**src/rtl/fsq_pkg.sv**
```systemverilog
package fsq_pkg;

    localparam int unsigned CODE_W        = 4;
    localparam int unsigned ADAPT_W       = 3;
    localparam int unsigned FRAME_SLOTS   = 4;
    localparam int unsigned FIELD_SLOTS   = FRAME_SLOTS / 2;
    localparam int unsigned SLOT_IDX_W    = $clog2(FRAME_SLOTS);

    typedef enum logic [CODE_W-1:0] {
        SEQ_ABAB = 4'b0000,
        SEQ_ASSB = 4'b0001,
        SEQ_AABB = 4'b0010,
        SEQ_SOFT = 4'b0011,
        SEQ_BABA = 4'b1000
    } seq_e;

    localparam logic [ADAPT_W-1:0] ADP_STATIC = 3'b000;
    localparam logic [ADAPT_W-1:0] ADP_MOTION = 3'b001;
    localparam logic [ADAPT_W-1:0] ADP_FILM   = 3'b100;
    localparam logic [ADAPT_W-1:0] ADP_BOTH   = 3'b101;

    typedef struct packed {
        logic is_b;
        logic starred;
    } slot_t;

    typedef struct packed {
        logic gmotion;
        logic movie;
        logic phase;
    } detect_t;

    function automatic seq_e legalize(input logic [CODE_W-1:0] code);
        case (code)
            4'b0000: return SEQ_ABAB;
            4'b0001: return SEQ_ASSB;
            4'b0011: return SEQ_SOFT;
            4'b1000: return SEQ_BABA;
            default: return SEQ_AABB;
        endcase
    endfunction

    function automatic slot_t slot_lookup(input seq_e m, input logic [SLOT_IDX_W-1:0] k);
        slot_t s;
        s.starred = 1'b0;
        case (m)
            SEQ_ABAB: s.is_b = k[0];
            SEQ_BABA: s.is_b = ~k[0];
            SEQ_ASSB: begin
                s.is_b    = k[1];
                s.starred = k[1] ^ k[0];
            end
            SEQ_SOFT: begin
                s.is_b    = k[0];
                s.starred = k[1] ^ k[0];
            end
            default:  s.is_b = k[1];
        endcase
        return s;
    endfunction

endpackage

```
**src/rtl/fsq_decide.sv**
```systemverilog
module fsq_decide
    import fsq_pkg::*;
(
    input  logic [CODE_W-1:0]  static_code,
    input  logic [ADAPT_W-1:0] adapt_code,
    input  detect_t            det,
    output seq_e               choice
);
    seq_e base;
    seq_e film;
    seq_e motion_pick;

    always_comb begin
        base        = legalize(static_code);
        film        = det.phase ? SEQ_BABA : SEQ_ABAB;
        motion_pick = det.gmotion ? SEQ_AABB : base;
        case (adapt_code)
            ADP_MOTION: choice = motion_pick;
            ADP_FILM:   choice = det.movie ? film : base;
            ADP_BOTH:   choice = det.movie ? film : motion_pick;
            default:    choice = base;
        endcase
    end
endmodule

```
**src/rtl/fsq_hold.sv**
```systemverilog
module fsq_hold
    import fsq_pkg::*;
(
    input  logic clk,
    input  logic rst,
    input  logic load,
    input  seq_e next_mode,
    output seq_e cur_mode
);
    always_ff @(posedge clk) begin
        if (rst)       cur_mode <= SEQ_AABB;
        else if (load) cur_mode <= next_mode;
    end

    p_hold_between_sync_r13: assert property (@(posedge clk) disable iff (rst)
        !load |=> $stable(cur_mode));

    p_legal_code_r7: assert property (@(posedge clk) disable iff (rst)
        cur_mode inside {SEQ_ABAB, SEQ_ASSB, SEQ_AABB, SEQ_SOFT, SEQ_BABA});
endmodule

```
**src/rtl/fsq_slots.sv**
```systemverilog
module fsq_slots
    import fsq_pkg::*;
(
    input  logic                   clk,
    input  logic                   rst,
    input  seq_e                   mode,
    input  logic                   second_field,
    output logic [FIELD_SLOTS-1:0] is_b,
    output logic [FIELD_SLOTS-1:0] starred
);
    for (genvar i = 0; i < FIELD_SLOTS; i++) begin : g_slot
        logic [SLOT_IDX_W-1:0] idx;
        slot_t                 s;
        always_comb begin
            idx        = SLOT_IDX_W'(i) | {second_field, {(SLOT_IDX_W-1){1'b0}}};
            s          = slot_lookup(mode, idx);
            is_b[i]    = s.is_b;
            starred[i] = s.starred;
        end
    end

    p_no_star_plain_r4: assert property (@(posedge clk) disable iff (rst)
        (mode inside {SEQ_ABAB, SEQ_BABA, SEQ_AABB}) |-> (starred == '0));

    p_alternate_r2: assert property (@(posedge clk) disable iff (rst)
        (mode inside {SEQ_ABAB, SEQ_BABA}) |-> (is_b[0] != is_b[1]));
endmodule

```
**src/rtl/fieldseq_selector.sv**
```systemverilog
module fieldseq_selector
    import fsq_pkg::*;
(
    input  logic               clk,
    input  logic               rst,
    input  logic               osync,
    input  logic               in_field_b,
    input  logic [3:0]         static_code,
    input  logic [2:0]         adapt_code,
    input  logic               gmotion,
    input  logic               movie,
    input  logic               movie_phase,
    output logic [3:0]         eff_mode,
    output logic [1:0]         slot_is_b,
    output logic [1:0]         slot_starred
);
    detect_t det;
    seq_e    choice;
    seq_e    cur;

    assign det = '{gmotion: gmotion, movie: movie, phase: movie_phase};

    fsq_decide u_decide (
        .static_code (static_code),
        .adapt_code  (adapt_code),
        .det         (det),
        .choice      (choice)
    );

    fsq_hold u_hold (
        .clk       (clk),
        .rst       (rst),
        .load      (osync),
        .next_mode (choice),
        .cur_mode  (cur)
    );

    fsq_slots u_slots (
        .clk          (clk),
        .rst          (rst),
        .mode         (cur),
        .second_field (in_field_b),
        .is_b         (slot_is_b),
        .starred      (slot_starred)
    );

    assign eff_mode = cur;

    p_film_over_motion_r11: assert property (@(posedge clk) disable iff (rst)
        (osync && adapt_code == ADP_BOTH && movie) |=>
            (eff_mode == ($past(movie_phase) ? 4'b1000 : 4'b0000)));

    p_motion_forces_r9: assert property (@(posedge clk) disable iff (rst)
        (osync && adapt_code == ADP_MOTION && gmotion) |=> (eff_mode == 4'b0010));
endmodule

```
**config.mk**
```make
export PLATFORM = sky130hd
export DESIGN_NAME = fieldseq_selector
export DESIGN_NICKNAME = d
export VERILOG_FILES = /design/src/rtl/fsq_pkg.sv /design/src/rtl/fsq_decide.sv /design/src/rtl/fsq_hold.sv /design/src/rtl/fsq_slots.sv /design/src/rtl/fieldseq_selector.sv
export SDC_FILE = /design/constraint.sdc
export NUM_CORES = 1
export LEC_CHECK = 0
export BUFFER_PORTS_ARGS = -buffer_cell sky130_fd_sc_hd__buf_2
export CORE_AREA = 2 2 39 41
export CTS_BUF_LIST = sky130_fd_sc_hd__clkbuf_4 sky130_fd_sc_hd__clkbuf_8 sky130_fd_sc_hd__clkbuf_16
export CTS_CLUSTER_SIZE = 16
export DETAILED_ROUTE_END_ITERATION = 16
export DIE_AREA = 0 0 41 43
export HOLD_SLACK_MARGIN = 0.1
export PLACE_DENSITY = 0.53
export SYNTH_ARGS = -nofsm -noshare
export SYNTH_HDL_FRONTEND = slang
export SYNTH_SLANG_ARGS = --single-unit
```
**constraint.sdc**
```tcl
create_clock -name clk -period 1.3 [get_ports clk]
set_input_delay 0.26 -clock clk [delete_from_list [all_inputs] [get_ports clk]]
set_output_delay 0.26 -clock clk [all_outputs]
set_load 0.01 [all_outputs]
```
; Word-level counts from Yosys, hierarchy flattened
; Index checks and enable logic that the tools add are counted.
[totals]
register_bits = 4
inputBits = 14
out_inout_bits = 8
elab_cells = 25
[op_classes]
eq_ne = 9
muxes = 10
bitwise_logic = 1
reduce_logical = 4
[ops]
columns = op, n
row1 = 4-bit 2-to-1 mux, 4
row2 = 4-bit one-hot mux with 4 select lines, 1
row3 = 4-bit one-hot mux with 3 select lines, 1
row4 = 4-bit by 1-bit == test with 1-bit output (second input constant), 2
row5 = 4-bit by 2-bit == test with 1-bit output (second input constant), 2
row6 = 4-bit == test (second input constant), 2
row7 = 4-bit logical NOT, 2
row8 = 3-bit == test (second input constant), 2
row9 = 1-bit one-hot mux with 2 select lines, 2
row10 = 2-bit OR reduction, 2
row11 = 3-bit by 1-bit == test with 1-bit output (second input constant), 1
row12 = 1-bit 2-to-1 mux, 2
row13 = 1-bit inverter, 1

; Longest topological paths before layout
; Gate-level depths: netlist of run 1.
[logic_depth]
word_depth = 5
depth_mapped = 3
mapped_depth_nobuf = 3

; Modules after synthesis
; From an unflattened synthesis of run 1, not the netlist that was laid out.
[hier_totals]
hier_cells = 38
hier_area_um2 = 301.5
[by_module_without_submodules]
columns = module, n_inst, cells_per_inst, area_per_inst_um2, seq_area_each_um2
row1 = fsq_hold, 1, 13, 143.9, 80.1
row2 = fsq_decide, 1, 13, 83.8, 0.0
row3 = fsq_slots, 1, 12, 73.8, 0.0

; Worst setup path after synthesis of run 1
; OpenSTA, ideal clock, no wires.
[synth_timing]
path_kind = flip-flop to output port
start = register u_hold.cur_mode[3]
end = output slot_is_b[0]
arrival_ns = 0.923
required_time_ns = 1.040
slack_ns = 0.117
path_stages_with_launch = 3
n_path_buf = 0
path_cell_list = dfxtp_1 o21ai_0 a221oi_1
[synth_via]
elab_chain_len = 3
word_cells_on_any_way = 5
classes_between = eq/ne (2) / mux (1) / reduce/logical (2)
[synth_rtl]
columns = item, line
row1 = start: declaration, fsq_hold.sv:8  ; output seq_e cur_mode
row2 = start signal: assignment, fsq_hold.sv:12  ; else if (load) cur_mode <= next_mode;
row3 = 4-bit by 2-bit == test with 1-bit output / 4-bit logical NOT (equally long branches), fsq_pkg.sv:46  ; case (m)
row4 = 2-bit OR reduction (no source line), --
row5 = 1-bit one-hot mux with 2 select lines *, fsq_pkg.sv:46
row6 = end: declaration, fieldseq_selector.sv:14  ; output logic [1:0] slot_is_b,
; Mark *: on every way between the ends. The rest lies on a longest branch, timed or not.

; Worst setup path in the final report of run 1
[layout_timing]
start = register u_hold.cur_mode[1]
end = output slot_is_b[0]
; The elaborated chain is that of the path after synthesis.

==> results of run 1 <==
==> cell type report <==
| class | instances | area share, % |
|---|---|---|
| multi-input cells | 26 | 42.7 |
| repair buffers | 23 | 28.9 |
| flip-flops and latches | 3 | 15.2 |
| clock buffers | 4 | 6.88 |
| well taps | 16 | 4.58 |
| inverters | 2 | 1.72 |
==> metrics by stage <==
step	hold WS, ps	area [um^2]
after floorplan	338	246
after global placement	480	359
after detailed placement	481	359
after CTS	226	429
after global routing	244	437
final	233	437
==> final timing paths <==
kind                        end               start  slack, ps  cells past startpoint
min reg2reg  u_hold.cur_mode[0]  u_hold.cur_mode[0]        530                      2
max reg2reg  u_hold.cur_mode[1]  u_hold.cur_mode[1]        260                      5
max                slot_is_b[0]  u_hold.cur_mode[1]        -20                      4
min          u_hold.cur_mode[3]                 rst        230                      2
==> cell families after synthesis <==
group | share of synthesized area (%)
compound gates | 32.5
buf+inv | 6.09
flops | 24.4
other cells | 1.52
simple gates | 35.5
==> power by group <==
part           switching [W]  internal, W
Sequential        0.00000787    0.0000972
Combinational      0.0000458    0.0000504
Clock              0.0000477     0.000136
Total               0.000101     0.000283
==> worst register-to-register path: stages (launching register included) <==
cell	delay (ps)
dfxtp_2	330
inv_2	70
buf_4	100
buf_4	90
nor2_1	30
a311o_1	310
==> synthesized netlist by cell type (all sizes together) <==
cell type | n | area share (%)
nor4b | 2 | 9.6
nor3 | 1 | 2.0
a311o | 1 | 4.1
dfxtp | 3 | 24
buf | 1 | 3.0
o21ai | 5 | 10
nand2 | 2 | 3.0
a21oi | 1 | 2.0
nand2b | 1 | 2.5
nor2 | 2 | 3.0
a211oi | 1 | 3.0
a22oi | 1 | 3.0
conb | 1 | 1.5
inv | 2 | 3.0
nand4b | 1 | 3.6
nand3b | 1 | 3.0
nor3b | 2 | 6.1
a221oi | 1 | 3.6
a311oi | 1 | 3.6
o211ai | 1 | 3.0
nor2b | 1 | 2.5
==> layer usage <==
layer	vias up	track usage [%]	part of all wire [%]
met1	133	9.90	42
met5	-	0	0
met2	16	14.1	49
met3	0	0.524	8.6
li1	175	-	-
met4	0	8.00	0
==> repair_timing <==
item                       4_1_cts  5_1_grt
resized for setup               10        0
hold endpoints to repair         0        0
setup endpoints to repair        2        2
pin swaps                        2        0
setup buffers                    2        1
==> results_dict.tcl, run 1 <==
set metrics [dict create \
    cp_top_family "flip-flops" \
    power_leakage_nw 0.197 \
    path_class "reg -> out" \
    crit_path_cell_trace "inv_2 -> o21ai_2 -> a221oi_2 -> buf_2" \
    dp.cells 67 \
    irDropWorstVdd_v 0.000193 \
    netlist_instances 32 \
    drv_cap 0 \
    num_antenna_cells 0 \
    cellPowerDensity_nw_per_um2 881 \
    pin_count 22 \
    fill_cells 157 \
    track_usage_pct 8.92 \
    layout.nets 73 \
    ant_nets 0 \
    route.detailed.drc 0 \
    post-place-ws_ps 113 \
    wl_um 723 \
    setup-tns-final_ps -24.1 \
    ys_warn_count 0 \
    dieWidth_um 41 \
    regMostFlops "u_hold.cur_mode" \
    portBuffers 20 \
    cts_tree "yes" \
    reg_top3 "u_hold.cur_mode: 3 flops" \
    first_iter_violations 3 \
    finalCritPeriodShare_pct 102 \
    synth_area_um2 246 \
    dieArea_um2 1760 \
    grt-ovfl-total 0 \
    h-tree-depth 1 \
    period_needed_ps 1320 \
    violations "setup timing" \
    row_count 14 \
    critPathBufInv 2 \
    hold_class "in -> reg" \
    hold_violations 0 \
    power_w 0.000385 \
    cts_hold_buf 0 \
    cts_buffers 3 \
    ys_seq_elements 3 \
    syn-mean-instance-area_um2 7.70 \
    layoutNonFillerInstCount 74 \
    regArea_um2 66.3 \
    end_kind "output port" \
    worstPathRequired_ps 1040 \
    multi_input_area_um2 186 \
    via_per_inst 4.38 \
    ys_types 23 \
    grt_pass1_vias 287 \
    grt_pass1_wl_um 1080 \
    setup_ws_ps -19.7 \
    fin_util_pct 31.6 \
    slowest_stage "dfxtp_2" \
    seq_area_frac_synth_pct 24.4 \
    start_kind "register" \
    drt_first_pass_iters 2 \
    core-area_um2 1380 \
    finalSetupViolCount 2 \
    clk_path_buf_depth 2 \
    clock_sinks 3 \
    worst_path_largest_cell_delay_ps 330 \
    rsz0062_at_grt "true" \
    largest_reg_flops 3 \
    dp_hpwl_um 539 \
    status "finished with violations" \
    fmax_ghz 0.758 \
    grt_max_degree 8 \
    die_h_um 43 \
    final_common_cell "buf_2" \
    wl_per_cell_um 9.77 \
    clk_pin_slew_worst_paths_ps 40 \
    gp_congestion 0.696 \
    antenna_found_initial 0 \
    finClkSkew_ps 0 \
    clk_latency_ps 230 \
    start_util_pct 17.8 \
    cts-root-buf "clkbuf_4" \
    route.vias.total 324 \
    syn_nets 46 \
    drv_slew 0 \
    drive_gt1_share_pct 60.3 \
    area_growth_pct 77.2 \
    critPathArrivalTime_ps 1060 \
    worstPathMaxFanout 4 \
    layout_common_cells "buf_2, clkbuf_4" \
]
(Power assumes the default switching activity.)
==> inputs of run 2 (changes only) <==
--- a/config.mk
+++ b/config.mk
@@ -12,7 +12,8 @@
 export DETAILED_ROUTE_END_ITERATION = 16
 export DIE_AREA = 0 0 41 43
 export HOLD_SLACK_MARGIN = 0.1
-export PLACE_DENSITY = 0.53
+export PLACE_DENSITY = 0.58
 export SYNTH_ARGS = -nofsm -noshare
 export SYNTH_HDL_FRONTEND = slang
+export SYNTH_HIERARCHICAL = 1
 export SYNTH_SLANG_ARGS = --single-unit
==> results_dict.tcl, run 2 <==
set metrics [dict create \
    status "finished with violations" \
    violations "setup timing" \
    yosys.cell_count.top_type "nor2_1" \
    seq_area_frac_synth_pct 26.6 \
    core-area_um2 1380 \
    final_common_cell "buf_2" \
    yosysTopAreaCellShare_pct 26.6 \
    ant_nets 0 \
    portBuffers 21 \
    finClkSkew_ps 0 \
    ys_seq_elements 4 \
    reg_top3 "u_hold/cur_mode: 4 flops" \
    fin_area_um2 517 \
    ys.flop_type "dfxtp_1" \
    r2r_start "u_hold/cur_mode[1]" \
    route.detailed.drc 0 \
    syn_nets 52 \
    end_kind "output port" \
    grt-ovfl-total 0 \
    worstPathMaxFanout 4 \
    ys_types 23 \
    row_count 14 \
    power_leakage_nw 0.267 \
    cts_hold_buf 0 \
    regMostFlops "u_hold/cur_mode" \
    reg2reg_depth 3 \
    setup_ws_ps -285 \
    rsz0062_at_grt "true" \
    synth_area_um2 302 \
    grt_pass1_wl_um 1220 \
    num_antenna_cells 0 \
    netlist_instances 38 \
    cts_buffers 3 \
    hold_class "in -> reg" \
    antenna_found_initial 0 \
    fmax_ghz 0.631 \
    setup.worst_path.start "u_hold/cur_mode[0]" \
    h-tree-depth 1 \
    power_w 0.000396 \
    layout.nets 83 \
    pin_count 22 \
    r2r_slack_ps 390 \
    dp.cells 79 \
    wl_um 800 \
    syn-mean-instance-area_um2 7.94 \
    clock_sinks 4 \
    gp_congestion 0.659 \
    layout_common_cells "buf_2, nor2_1, buf_4" \
    via_per_inst 4.35 \
    grt_pass1_vias 312 \
    die_h_um 43 \
    path_class "reg -> out" \
    grt_max_degree 7 \
    clk_latency_ps 240 \
    dieWidth_um 41 \
    worstPathRequired_ps 1040 \
    drv_cap 0 \
    fin_util_pct 37.3 \
    clk_path_buf_depth 2 \
    crit_end "slot_is_b[0]" \
    synth_edf_count 0 \
    cellPowerDensity_nw_per_um2 766 \
    clk_pin_slew_worst_paths_ps 40 \
    drt_first_pass_iters 3 \
    ys_warn_count 6 \
    cts-root-buf "clkbuf_4" \
    dp_hpwl_um 614 \
    hp-start "rst" \
    finalCritPeriodShare_pct 122 \
    period_needed_ps 1590 \
    wl_per_cell_um 9.64 \
    async_flop_share_pct 0 \
    r2r-end "u_hold/cur_mode[1]" \
    area_growth_pct 71.4 \
    track_usage_pct 10.6 \
    first_iter_violations 2 \
    layoutNonFillerInstCount 83 \
    critPathArrivalTime_ps 1330 \
    largest_reg_flops 4 \
    setup-tns-final_ps -794 \
    drv_slew 0 \
    synth_common_cells "nor2_1, dfxtp_1, mux2i_1, nand2_1, o21ai_0" \
    start_kind "register" \
    finalSetupViolCount 4 \
    dieArea_um2 1760 \
    place_area_um2 459 \
    irDropWorstVdd_v 0.000335 \
    synth_top_cell_by_area "dfxtp_1" \
    route.vias.total 361 \
    hold_violations 0 \
    synth_area_leaders "dfxtp_1, mux2i_1, nor2_1, a2111oi_2, mux2_2" \
    cts_tree "yes" \
    drive_gt1_share_pct 62.7 \
    start_util_pct 21.8 \
]
run 2: cell types whose count changed after synthesis, moves of 2 or more:
| cell | delta |
|---|---|
| inv_1 | -2 |
| o21ai_1 | -2 |
| mux2i_1 | +3 |
| nor2_1 | +6 |
run 2: power breakdown:
part	switching [W]	internal (W)
registers	0.00000524	0.000127
clock network	0.0000522	0.000103
logic	0.0000484	0.0000594
run 2: logic make-up (layout without fill, tap and decap cells):
logic type      count (synthesis)  in the layout  synth area share, %
compound gates                  6              6                 15.8
buf+inv                         2             31                 4.15
flops                           4              4                 26.6
mux                             4              4                 13.7
other cells                     1              1                 1.24
simple gates                   21             21                 38.6
run 2: how the worst min path moves through the flow:
stage	endpoint	slack (ps)	cells past startpoint
after floorplan	u_hold/cur_mode[0]	330	1
after global routing	u_hold/cur_mode[3]	240	2
after detailed placement	u_hold/cur_mode[2]	490	2
final	u_hold/cur_mode[3]	240	2
after CTS	u_hold/cur_mode[0]	230	2
after global placement	u_hold/cur_mode[2]	480	2
run 2: area by class of cell:
type                            count  area (um^2)
Tap cell                           16         20.0
Fill cell                         157          867
Clock buffer                        3         22.5
Multi-Input combinational cell     32          223
Timing Repair Buffer               28          161
Sequential cell                     4         90.1
run 2: critical path, stage by stage (launching register included):
cell     delay (ps)
dfxtp_2         320
or4_4           520
o21ai_2          70
a21oi_1          50
buf_2           130
run 2: metrics by stage:
stage	setup slack [ps]	hold slack, ps
2_1_floorplan	14.8	332
3_3_place_gp	-31.0	483
3_5_place_dp	-38.4	490
4_1_cts	-292	230
5_1_grt	-335	236
6_report	-285	243
run 2: what timing repair did:
item                                    in CTS  in global routing
endpoints found under the setup margin       4                  4
pin swaps                                    3                  2
buffers inserted                             0                  1
resized for setup                            6                  4
gates cloned                                 0                  0
run 2: layer usage:
| metal | GRT usage (%) | part of all wire, % | up-vias |
|---|---|---|---|
| li1 | - | - | 191 |
| met1 | 10.9 | 43 | 160 |
| met2 | 15.9 | 50 | 10 |
| met3 | 7.85 | 7.4 | 0 |
| met4 | 4.00 | 0 | 0 |
| met5 | 0 | 0 | - |
